File: src/rtl/adf_pkg.sv
package adf_pkg;

    typedef enum logic [1:0] {
        ST_IDLE,
        ST_HDR,
        ST_TAIL
    } adf_state_e;

    // Positions of the mode bits inside the configuration byte.
    localparam int MODE_BCAST_BIT   = 2;
    localparam int MODE_GROUP_BIT   = 3;
    localparam int MODE_PROMISC_BIT = 4;

    typedef struct packed {
        logic promisc;
        logic group_en;
        logic bcast_en;
    } adf_mode_t;

endpackage

File: src/rtl/adf_cfg_regs.sv
module adf_cfg_regs
    import adf_pkg::*;
#(
    parameter int                          BYTE_W      = 8,
    parameter int                          ADDR_BYTES  = 6,
    parameter logic [ADDR_BYTES*BYTE_W-1:0] STATION_RST = 48'h525400123456,
    parameter int                          CFG_AW      = 3
) (
    input  logic                         clk,
    input  logic                         rst_n,
    input  logic                         wr_en,
    input  logic [CFG_AW-1:0]            wr_addr,
    input  logic [BYTE_W-1:0]            wr_data,
    output logic [ADDR_BYTES*BYTE_W-1:0] station_o,
    output adf_mode_t                    mode_o
);

    localparam logic [CFG_AW-1:0] MODE_ADDR = CFG_AW'(ADDR_BYTES);

    // Byte i of station_o is byte i on the wire; the reset constant is
    // written most significant byte first.
    for (genvar i = 0; i < ADDR_BYTES; i++) begin : g_stn
        always_ff @(posedge clk) begin
            if (!rst_n)
                station_o[i*BYTE_W +: BYTE_W] <= STATION_RST[(ADDR_BYTES-1-i)*BYTE_W +: BYTE_W];
            else if (wr_en && (wr_addr == CFG_AW'(i)))
                station_o[i*BYTE_W +: BYTE_W] <= wr_data;
        end
    end

    always_ff @(posedge clk) begin
        if (!rst_n) begin
            mode_o <= '0;
        end else if (wr_en && (wr_addr == MODE_ADDR)) begin
            mode_o.promisc  <= wr_data[MODE_PROMISC_BIT];
            mode_o.group_en <= wr_data[MODE_GROUP_BIT];
            mode_o.bcast_en <= wr_data[MODE_BCAST_BIT];
        end
    end

endmodule

File: src/rtl/adf_dest_track.sv
module adf_dest_track
    import adf_pkg::*;
#(
    parameter int BYTE_W     = 8,
    parameter int ADDR_BYTES = 6
) (
    input  logic                         clk,
    input  logic                         rst_n,
    input  logic                         beat,
    input  logic                         sof,
    input  logic [BYTE_W-1:0]            data,
    input  logic                         collecting,
    input  logic [ADDR_BYTES*BYTE_W-1:0] station_live,
    input  adf_mode_t                    mode_live,
    output logic                         last_beat,
    output logic                         cur_bcast,
    output logic                         cur_group,
    output logic                         cur_match,
    output adf_mode_t                    snap_mode
);

    localparam int IDX_W = $clog2(ADDR_BYTES);
    localparam logic [IDX_W-1:0] LAST_IDX = IDX_W'(ADDR_BYTES - 1);

    logic [IDX_W-1:0]            idx_q;
    logic                        ones_q;
    logic                        match_q;
    logic                        group_q;
    logic [ADDR_BYTES*BYTE_W-1:0] snap_station;

    logic                        sof_beat;
    logic                        hdr_beat;
    logic [IDX_W-1:0]            cur_idx;
    logic [ADDR_BYTES*BYTE_W-1:0] ref_station;
    logic [BYTE_W-1:0]           ref_byte;
    logic                        byte_ones;
    logic                        byte_hit;

    always_comb begin
        sof_beat    = beat && sof;
        hdr_beat    = beat && !sof && collecting;
        cur_idx     = sof_beat ? '0 : idx_q;
        ref_station = sof_beat ? station_live : snap_station;
        ref_byte    = ref_station[int'(cur_idx)*BYTE_W +: BYTE_W];
        byte_ones   = &data;
        byte_hit    = (data == ref_byte);
        cur_bcast   = (sof_beat || ones_q) && byte_ones;
        cur_match   = (sof_beat || match_q) && byte_hit;
        cur_group   = sof_beat ? data[0] : group_q;
        last_beat   = hdr_beat && (idx_q == LAST_IDX);
    end

    always_ff @(posedge clk) begin
        if (!rst_n) begin
            idx_q        <= '0;
            ones_q       <= 1'b0;
            match_q      <= 1'b0;
            group_q      <= 1'b0;
            snap_station <= '0;
            snap_mode    <= '0;
        end else if (sof_beat) begin
            idx_q        <= IDX_W'(1);
            ones_q       <= cur_bcast;
            match_q      <= cur_match;
            group_q      <= cur_group;
            snap_station <= station_live;
            snap_mode    <= mode_live;
        end else if (hdr_beat) begin
            idx_q        <= idx_q + IDX_W'(1);
            ones_q       <= cur_bcast;
            match_q      <= cur_match;
        end
    end

endmodule

File: src/rtl/adf_ctrl.sv
module adf_ctrl
    import adf_pkg::*;
(
    input  logic      clk,
    input  logic      rst_n,
    input  logic      beat,
    input  logic      sof,
    input  logic      last_beat,
    input  logic      cur_bcast,
    input  logic      cur_group,
    input  logic      cur_match,
    input  adf_mode_t snap_mode,
    output logic      collecting,
    output logic      accept_o,
    output logic      drop_o
);

    adf_state_e state_q;
    adf_state_e state_n;
    logic       verdict;

    always_comb begin
        state_n = state_q;
        if (beat && sof) begin
            state_n = ST_HDR;
        end else begin
            unique case (state_q)
                ST_IDLE: state_n = ST_IDLE;
                ST_HDR:  state_n = last_beat ? ST_TAIL : ST_HDR;
                ST_TAIL: state_n = ST_TAIL;
                default: state_n = ST_IDLE;
            endcase
        end
    end

    always_ff @(posedge clk) begin
        if (!rst_n) state_q <= ST_IDLE;
        else        state_q <= state_n;
    end

    assign collecting = (state_q == ST_HDR);

    // Fixed priority: promiscuous, broadcast, group, exact station match.
    always_comb begin
        if (snap_mode.promisc)  verdict = 1'b1;
        else if (cur_bcast)     verdict = snap_mode.bcast_en;
        else if (cur_group)     verdict = snap_mode.group_en;
        else                    verdict = cur_match;
    end

    always_ff @(posedge clk) begin
        if (!rst_n) begin
            accept_o <= 1'b0;
            drop_o   <= 1'b0;
        end else begin
            accept_o <= last_beat && verdict;
            drop_o   <= last_beat && !verdict;
        end
    end

endmodule

File: src/rtl/rx_dest_filter.sv
module rx_dest_filter
    import adf_pkg::*;
#(
    parameter int                          BYTE_W      = 8,
    parameter int                          ADDR_BYTES  = 6,
    parameter logic [ADDR_BYTES*BYTE_W-1:0] STATION_RST = 48'h525400123456,
    localparam int                         CFG_AW      = $clog2(ADDR_BYTES + 1)
) (
    input  logic              clk,
    input  logic              rst_n,
    input  logic              in_valid,
    input  logic              in_sof,
    input  logic [BYTE_W-1:0] in_data,
    input  logic              cfg_wr_en,
    input  logic [CFG_AW-1:0] cfg_wr_addr,
    input  logic [BYTE_W-1:0] cfg_wr_data,
    output logic              accept,
    output logic              drop
);

    logic [ADDR_BYTES*BYTE_W-1:0] station_live;
    adf_mode_t                    mode_live;
    adf_mode_t                    snap_mode;
    logic                         collecting;
    logic                         last_beat;
    logic                         cur_bcast;
    logic                         cur_group;
    logic                         cur_match;

    adf_cfg_regs #(
        .BYTE_W      (BYTE_W),
        .ADDR_BYTES  (ADDR_BYTES),
        .STATION_RST (STATION_RST),
        .CFG_AW      (CFG_AW)
    ) u_cfg (
        .clk       (clk),
        .rst_n     (rst_n),
        .wr_en     (cfg_wr_en),
        .wr_addr   (cfg_wr_addr),
        .wr_data   (cfg_wr_data),
        .station_o (station_live),
        .mode_o    (mode_live)
    );

    adf_dest_track #(
        .BYTE_W     (BYTE_W),
        .ADDR_BYTES (ADDR_BYTES)
    ) u_track (
        .clk          (clk),
        .rst_n        (rst_n),
        .beat         (in_valid),
        .sof          (in_sof),
        .data         (in_data),
        .collecting   (collecting),
        .station_live (station_live),
        .mode_live    (mode_live),
        .last_beat    (last_beat),
        .cur_bcast    (cur_bcast),
        .cur_group    (cur_group),
        .cur_match    (cur_match),
        .snap_mode    (snap_mode)
    );

    adf_ctrl u_ctrl (
        .clk        (clk),
        .rst_n      (rst_n),
        .beat       (in_valid),
        .sof        (in_sof),
        .last_beat  (last_beat),
        .cur_bcast  (cur_bcast),
        .cur_group  (cur_group),
        .cur_match  (cur_match),
        .snap_mode  (snap_mode),
        .collecting (collecting),
        .accept_o   (accept),
        .drop_o     (drop)
    );

endmodule

File: config.mk
export PLATFORM = sky130hd
export DESIGN_NAME = rx_dest_filter
export DESIGN_NICKNAME = d
export VERILOG_FILES = /design/src/rtl/adf_pkg.sv /design/src/rtl/adf_cfg_regs.sv /design/src/rtl/adf_dest_track.sv /design/src/rtl/adf_ctrl.sv /design/src/rtl/rx_dest_filter.sv
export SDC_FILE = /design/constraint.sdc
export NUM_CORES = 1
export LEC_CHECK = 0
export BUFFER_PORTS_ARGS = -buffer_cell sky130_fd_sc_hd__buf_2
export CAP_MARGIN = 20
export CORE_AREA = 2 2 95 97
export DETAILED_ROUTE_END_ITERATION = 6
export DIE_AREA = 0 0 97 99
export GPL_ROUTABILITY_DRIVEN = 1
export PLACE_DENSITY = 0.76
export SYNTH_ARGS = -nofsm -noshare
export SYNTH_HDL_FRONTEND = slang
export SYNTH_SLANG_ARGS = --single-unit
export TNS_END_PERCENT = 10
File: constraint.sdc
create_clock -name clk -period 4.35 [get_ports clk]
set_clock_uncertainty 0.1 [all_clocks]
set_input_delay 1.0875 -clock clk [delete_from_list [all_inputs] [get_ports clk]]
set_output_delay 1.0875 -clock clk [all_outputs]
set_load 0.05 [all_outputs]
==> results.tsv, run 1 <==
stage	metric	value	unit
yosys	Mapped Cells	593	
timing	Final Hold Violating Endpoints	0	
worst_setup_path	Crit path required time	4560	ps
yosys	synthesis-stage register bit count	112	
hold_path	Hold WC Path Type	reg2reg	
timing	Slew Limit Fails	0	
timing	unrepaired setup endpoints after global routing	false	
clock_tree	CTS clk-pin slew, worst paths	110	ps
yosys	Post-synth top cells	nand2_1, dfxtp_1, a21boi_0	
drt	Final ANT Viol Nets	0	
worst_setup_path	crit-path cells	buf_4 -> mux2_2 -> a2111oi_0 -> a211oi_1 -> o2111a_1 -> o2111a_1 -> a211oi_1 -> nor2b_1	
yosys	Mapped Avg Cell Area	8.370	um2
drt	DRC violations left	0	
timing	Tcrit/Tclk final	0.6812	
timing	Final Critical Period	2963	ps
yosys	ys async rst share	0	
yosys	Synth area leaders	dfxtp_1, nand2_1, a21boi_0, mux2i_1, nand3_1	
yosys	synthesized cell area	4964	um2
pwr	PD cells	357.0	nW/um2
pwr	Max VDD drop	0.0001895	V
yosys	area leader, netlist	dfxtp_1	
finish	Antenna Cells	0	
grt	vias in the first global route	3854	
drt	drt initial violations	222	
clock_tree	Max Root-Sink Buffers	2	
flow_run	max_cap viols	0	
timing	Slew @ Worst Pin	934.6	ps
clock_tree	hold_buf cts	0	
yosys	Post-synth EDFFs	0	
worst_setup_path	WS Path Type	reg2reg	
yosys	unique cell type count in the Yosys netlist	48	
floorplanning	core footprint	8551	um2
timing	Final setup viols	0	
timing	Max Freq	0.3375	GHz
floorplanning	I/O Pins	26	
yosys	Seq/Total Area, Yosys	0.4517	
pwr	static leakage	0.001980	uW
worst_setup_path	critical path endpoint category	register	
yosys	syn nets	621	
outcome	status	finished, final reports clean	
finish	Final nets	627	
clock_tree	Setup Buffers After CTS	0	
worst_setup_path	crit path capture	u_ctrl.drop_o	
floorplanning	Die Height	99	um
placement	DP HPWL	8634	um
timing	final worst slack	1387	ps
floorplanning	row cnt	34	
worst_setup_path	crit-path max cell delay	820	ps
grt	initial antenna violation count	0	
clock_tree	Sink Count	112	
worst_setup_path	CP max-delay cell	dfxtp_1	
clock_tree	H-tree depth	3	
drt	vias per inst	5.633	
drt	Avg WL per Cell	16.76	um
worst_setup_path	origin of the critical flop-to-flop path	u_track.idx_q[0]	
placement	pre-CTS setup slack	1070	ps
drt	routed via count	4011	
clock_tree	Clk Latency, worst-skew pair	380	ps
clock_tree	Root Buffer	clkbuf_8	
grt	total track usage	0.2548	
placement	Final Wtd Congestion	0.9302	
worst_setup_path	WP data arrival	3170	ps
clock_tree	cts bufs inserted	9	
worst_setup_path	Worst Setup SP	u_track.idx_q[0]	
worst_setup_path	worst r2r dst	u_ctrl.drop_o	
yosys	Ys Warns	0	
timing	worst hold margin	368.4	ps
worst_setup_path	crit-path max FO	15	
floorplanning	starting density of the core	0.5805	
floorplanning	Die Footprint	9603	um2
yosys	most frequent cell after synthesis	nand2_1	
grt	largest net degree at the start of global routing	62	
floorplanning	Chip Width	97	um
drt	final WL	11930	um
worst_setup_path	Startpoint Class	register	
grt	first-pass GRT wire length	19490	um
clock_tree	CTS tree	yes	
yosys	post-synth top area share	0.4517	
drt	DRT Pass-1 Iters	5	
timing	Slew HR	0.3769	
yosys	Main synth FF type	dfxtp_1	
worst_setup_path	Register-to-Register Path Depth	8	
grt	total grt overflow	0	
clock_tree	CTS resizes	0	
placement	PortBufs	25	
worst_setup_path	reg-to-reg slack, setup	1390	ps
timing	Sum Neg Setup Slack	0	ps
finish	Fill cells	778	
finish	layout cell share with drive strength beyond 1	0.09272	
finish	Synth-to-Final Area Change	7.260	%
-- cell usage in the layout (no fill, tap or decap), types with 4 or more instances in the layout --
master / n
nand2_1: 208
dfxtp_1: 112
a21boi_0: 84
nand3_1: 25
buf_2: 25
mux2i_1: 19
nor2_1: 13
nor2b_1: 11
clkbuf_8: 11
inv_1: 8
o21ai_0: 7
a21oi_1: 7
buf_4: 5
mux2_2: 4
o31ai_1: 4
a22oi_1: 4
ha_1: 4
-- routing by layer --
layer  part of all wire  routed length [um]  vias to the layer above  track usage
met3              0.045                 532                       16      0.03617
li1                   -                   -                     2017            -
met2               0.45                5408                       95       0.4103
met4              0.015                 179                        0      0.07909
met1               0.49                5812                     1883       0.3577
met5                  0                   0                        -            0
-- power by group --
part	total, uW	internal (uW)	switching [uW]
logic	160	62.9	97.2
clock network	670	309	361
registers	1070	1050	20.4
-- state kept, by name, indices dropped and copies added, names as in the netlist --
register              cells
u_ctrl.accept_o           1
u_track.match_q           1
u_track.group_q           1
u_track.idx_q             3
u_ctrl.drop_o             1
u_track.snap_mode         3
u_track.ones_q            1
u_cfg.mode_o              3
u_ctrl.state_q            2
u_cfg.station_o          48
u_track.snap_station     48
-- per-stage QoR --
stage	power [uW]	instances	area (um2)	util
after global routing	1968	712	5324	0.6226
after global placement	1249	696	5102	0.5967
after CTS	1911	712	5324	0.6226
after floorplan	1201	593	4964	-
after detailed placement	1253	696	5102	0.5967
final	1901	712	5324	0.6226
-- cell type report --
class,count,area (um2),share of cell area
multi-input cells,438,2532,0.4757
flip-flops and latches,112,2242,0.4212
repair buffers,30,162.7,0.03055
clock buffers,11,151.4,0.02844
well taps,108,135.1,0.02538
clock inverters,5,70.07,0.01316
inverters,8,30.03,0.005640
-- critical path: cells and delay by family (launching register included) --
family | cells | cell delay (ps)
multiplexers | 1 | 360
AO/OA/AOI/OAI | 5 | 1110
buffers and inverters | 1 | 330
flip-flops | 1 | 820
AND/OR/NAND/NOR | 1 | 160
-- worst min path at each step --
stage / start / end / slack, ps / cells after the start
floorplan: u_track.snap_station[15] / u_track.snap_station[15] / 340 / 2
global placement: u_track.snap_station[3] / u_track.snap_station[3] / 350 / 2
detailed placement: u_track.snap_station[44] / u_track.snap_station[44] / 360 / 2
CTS: u_track.snap_station[44] / u_track.snap_station[44] / 370 / 2
global route: u_track.snap_station[28] / u_track.snap_station[28] / 390 / 2
finish: u_track.snap_station[44] / u_track.snap_station[44] / 370 / 2
-- cell families (layout without fill, tap and decap cells) --
group,Yosys count,count (layout),synth area share
XOR/XNOR,1,1,0.001765
adder cells (fa/ha/maj),4,4,0.01008
flip-flops,112,112,0.4517
buffers and inverters,43,54,0.03832
multiplexers,28,28,0.07235
AND/OR/NAND/NOR,277,277,0.2327
AO/OA/AOI/OAI,128,128,0.1931
Power figures use the tool's default switching activity.
==> run 2: changes to the inputs <==
- ABC_AREA: default -> 1
- CORE_AREA: 2 2 95 97 -> 2 2 94 96
- DIE_AREA: 0 0 97 99 -> 0 0 96 98
- clock period: 4.35 -> 3 ns (I/O delays scaled with it)
==> results.tsv, run 2 <==
stage	metric	value	unit	change
outcome	status	finished, final reports clean		unchanged
worst_setup_path	WP data arrival	2580	ps	was 3170 ps
grt	total grt overflow	0		unchanged
pwr	Clock power frac	0.317		was 0.353
yosys	Post-synth top cells	nand2_1, dfxtp_1, nor2_1		was nand2_1, dfxtp_1, a21boi_0
finish	most frequent cells in the layout	nand2_1, dfxtp_1, nor2_1		was nand2_1, dfxtp_1, a21boi_0
drt	highest routed metal layer	met4		unchanged
worst_setup_path	Startpoint Class	input pin		was register
timing	Slew HR	0.6140		was 0.3769
yosys	Mapped Avg Cell Area	6.815	um2	was 8.370 um2
placement	PortBufs	25		unchanged
pwr	PD cells	528.3	nW/um2	was 357.0 nW/um2
worst_setup_path	Crit path required time	3180	ps	was 4560 ps
pwr	Switching Share	0.2810		was 0.2518
clock_tree	Max Root-Sink Buffers	2		unchanged
finish	Final nets	757		was 627
yosys	Mapped Cells	709		was 593
clock_tree	Root Buffer	clkbuf_8		unchanged
timing	Slew @ Worst Pin	576.9	ps	was 934.6 ps
clock_tree	CTS tree	yes		unchanged
yosys	Post-synth EDFFs	0		unchanged
timing	Slew Limit Fails	0		unchanged
drt	Final ANT Viol Nets	0		unchanged
worst_setup_path	reg-to-reg slack, setup	840	ps	was 1390 ps
grt	largest net degree at the start of global routing	48		was 62
timing	worst hold margin	367.6	ps	was 368.4 ps
drt	met3 routed WL	652	um	was 532 um
floorplanning	I/O Pins	26		unchanged
pwr	total power	2779	uW	was 1901 uW
timing	Max Freq	0.4158	GHz	
pwr	combinational share of power	0.116		was 0.084
pwr	static leakage	0.002504	uW	was 0.001980 uW
placement	Final Wtd Congestion	0.8611		was 0.9302
yosys	most frequent cell after synthesis	nand2_1		unchanged
flow_run	max_cap viols	0		unchanged
hold_path	hold depth	2		unchanged
finish	most common cell after layout, fill and taps aside	nand2_1		unchanged
pwr	Power Internal	1998	uW	was 1422 uW
worst_setup_path	Register-to-Register Path Depth	17		was 8
grt	vias in the first global route	4060		was 3854
finish	layout cell share with drive strength beyond 1	0.08447		was 0.09272
yosys	Ys Warns	0		unchanged
hold_path	critical hold path startpoint	u_track.snap_mode[0]		was u_track.snap_station[44]
drt	vias per inst	5.235		was 5.633
timing	unrepaired setup endpoints after global routing	false		unchanged
clock_tree	CTS clk-pin slew, worst paths	120	ps	was 110 ps
worst_setup_path	worst r2r dst	u_ctrl.drop_o		unchanged
finish	top flop regs	u_cfg.station_o: 48 flops, u_track.snap_station: 48 flops		unchanged
grt	initial antenna violation count	0		unchanged
yosys	area leader, netlist	dfxtp_1		unchanged
pwr	Net Sw Power	781.0	uW	was 478.6 uW
yosys	Main synth FF type	dfxtp_1		unchanged
drt	DRT Pass-1 Iters	6		was 5
drt	routed via count	4408		was 4011
yosys	ys async rst share	0		unchanged
drt	WL met1	5941	um	was 5812 um
drt	met2 wire len	4925	um	was 5408 um
floorplanning	row cnt	34		unchanged
drt	Avg WL per Cell	14.05	um	was 16.76 um
clock_tree	Clk Latency, worst-skew pair	370	ps	was 380 ps
finish	Util after Layout	0.6215		was 0.6226
worst_setup_path	crit-path max FO	16		was 15
timing	Final setup viols	0		unchanged
yosys	post-synth top area share	0.4640		was 0.4517
drt	final WL	11830	um	was 11930 um
hold_path	hold path endpoint	u_track.snap_mode[0]		was u_track.snap_station[44]
timing	Sum Neg Setup Slack	0	ps	unchanged
finish	Fill cells	787		was 778
clock_tree	CTS resizes	0		unchanged
yosys	synthesis-stage register bit count	112		unchanged
clock_tree	Setup Buffers After CTS	0		unchanged
timing	Tcrit/Tclk final	0.8017		
worst_setup_path	WS Path Type	in2reg		was reg2reg
finish	Antenna Cells	0		unchanged
clock_tree	cts bufs inserted	9		unchanged
floorplanning	Die Height	98	um	was 99 um
finish	Synth-to-Final Area Change	8.882	%	was 7.260%
drt	DRC violations left	0		unchanged
floorplanning	starting density of the core	0.5708		was 0.5805
clock_tree	Sink Count	112		unchanged
timing	Final Critical Period	2405	ps	
yosys	syn nets	737		was 621
yosys	Synth area leaders	dfxtp_1, nand2_1, nor2_1, nand3_1, inv_1		was dfxtp_1, nand2_1, a21boi_0, mux2i_1, nand3_1
clock_tree	hold_buf cts	0		unchanged
floorplanning	core footprint	8466	um2	was 8551 um2
placement	DP HPWL	8525	um	was 8634 um
worst_setup_path	origin of the critical flop-to-flop path	u_track.idx_q[0]		unchanged
worst_setup_path	critical path endpoint category	register		unchanged
pwr	part of the power in registers	0.567		was 0.563
clock_tree	H-tree depth	3		unchanged
drt	drt initial violations	278		was 222
timing	Final Hold Violating Endpoints	0		unchanged
floorplanning	Chip Width	96	um	was 97 um
grt	total track usage	0.2733		was 0.2548
yosys	Seq/Total Area, Yosys	0.4640		was 0.4517
pwr	Max VDD drop	0.0002715	V	was 0.0001895 V
yosys	synthesized cell area	4832	um2	was 4964 um2
grt	first-pass GRT wire length	19800	um	was 19490 um
yosys	unique cell type count in the Yosys netlist	30		was 48
floorplanning	Die Footprint	9408	um2	was 9603 um2
hold_path	Hold WC Path Type	reg2reg		unchanged
-- run 2: changes by cell type after synthesis, moves of 33 or more --
| cell | delta |
|---|---|
| nand3_1 | +39 |
| nor2_1 | +93 |
| a21oi_1 | +33 |
| o21ai_0 | +42 |
| a21boi_0 | -84 |
| inv_1 | +74 |
-- run 2: layout make-up --
type / count / area [um2] / area share
clock inverters: 6 / 57.56 / 0.01094
multi-input cells: 483 / 2135 / 0.4057
repair buffers: 38 / 235.2 / 0.04471
flip-flops and latches: 112 / 2242 / 0.4262
clock buffers: 10 / 137.6 / 0.02616
inverters: 85 / 319.1 / 0.06064
well taps: 108 / 135.1 / 0.02568
-- run 2: power by group through the flow --
stage	logic [uW]	clock network (uW)	registers [uW]
global placement	313	0	1610
global route	373	946	1580
finish	324	881	1580
CTS	322	900	1570
floorplan	224	0	1600
detailed placement	320	0	1610
-- run 2: worst max path at each step --
stage / startpoint / end / slack [ps] / depth (start not counted)
after floorplan: in_valid / u_ctrl.drop_o / 750 / 14
after global placement: in_valid / u_ctrl.drop_o / 280 / 18
after detailed placement: in_valid / u_ctrl.drop_o / 210 / 18
after CTS: in_valid / u_ctrl.drop_o / 610 / 18
after global routing: in_valid / u_ctrl.drop_o / 360 / 18
final: in_valid / u_ctrl.drop_o / 590 / 18
-- run 2: layer usage --
| layer | track usage | up-vias |
|---|---|---|
| met5 | 0 | - |
| met2 | 0.3894 | 145 |
| met4 | 0.09890 | 0 |
| li1 | - | 2266 |
| met1 | 0.4150 | 1978 |
| met3 | 0.04475 | 19 |
-- run 2: cell families (layout without fill, tap and decap cells) --
group / Yosys count / after routing / synth area share
fa+ha+maj: 4 / 4 / 0.01036
buf+inv: 114 / 139 / 0.09425
xor+xnor: 1 / 1 / 0.001813
compound gates: 107 / 107 / 0.1173
flops: 112 / 112 / 0.4640
simple gates: 371 / 371 / 0.3123
-- run 2: critical path: stages --
cell	delay [ps]
buf_2	140
nand2_2	150
buf_4	200
nand2_2	200
a21oi_1	200
nand2_1	70
nand3_1	150
nand2_1	80
nand2_1	60
nand2_1	50
inv_1	50
nand2_1	40
nor2_1	120
nand3_1	80
nand2_1	60
nand2_1	70
nand2_1	70
nor2_1	40
-- run 2: through the flow --
stage / setup WS (ps) / std cells / cell area [um2]
detailed placement: 212.8 / 826 / 5066
floorplan: 745.0 / 709 / 4832
finish: 595.0 / 842 / 5261
global placement: 283.1 / 826 / 5066
global route: 361.4 / 842 / 5261
CTS: 612.1 / 842 / 5261
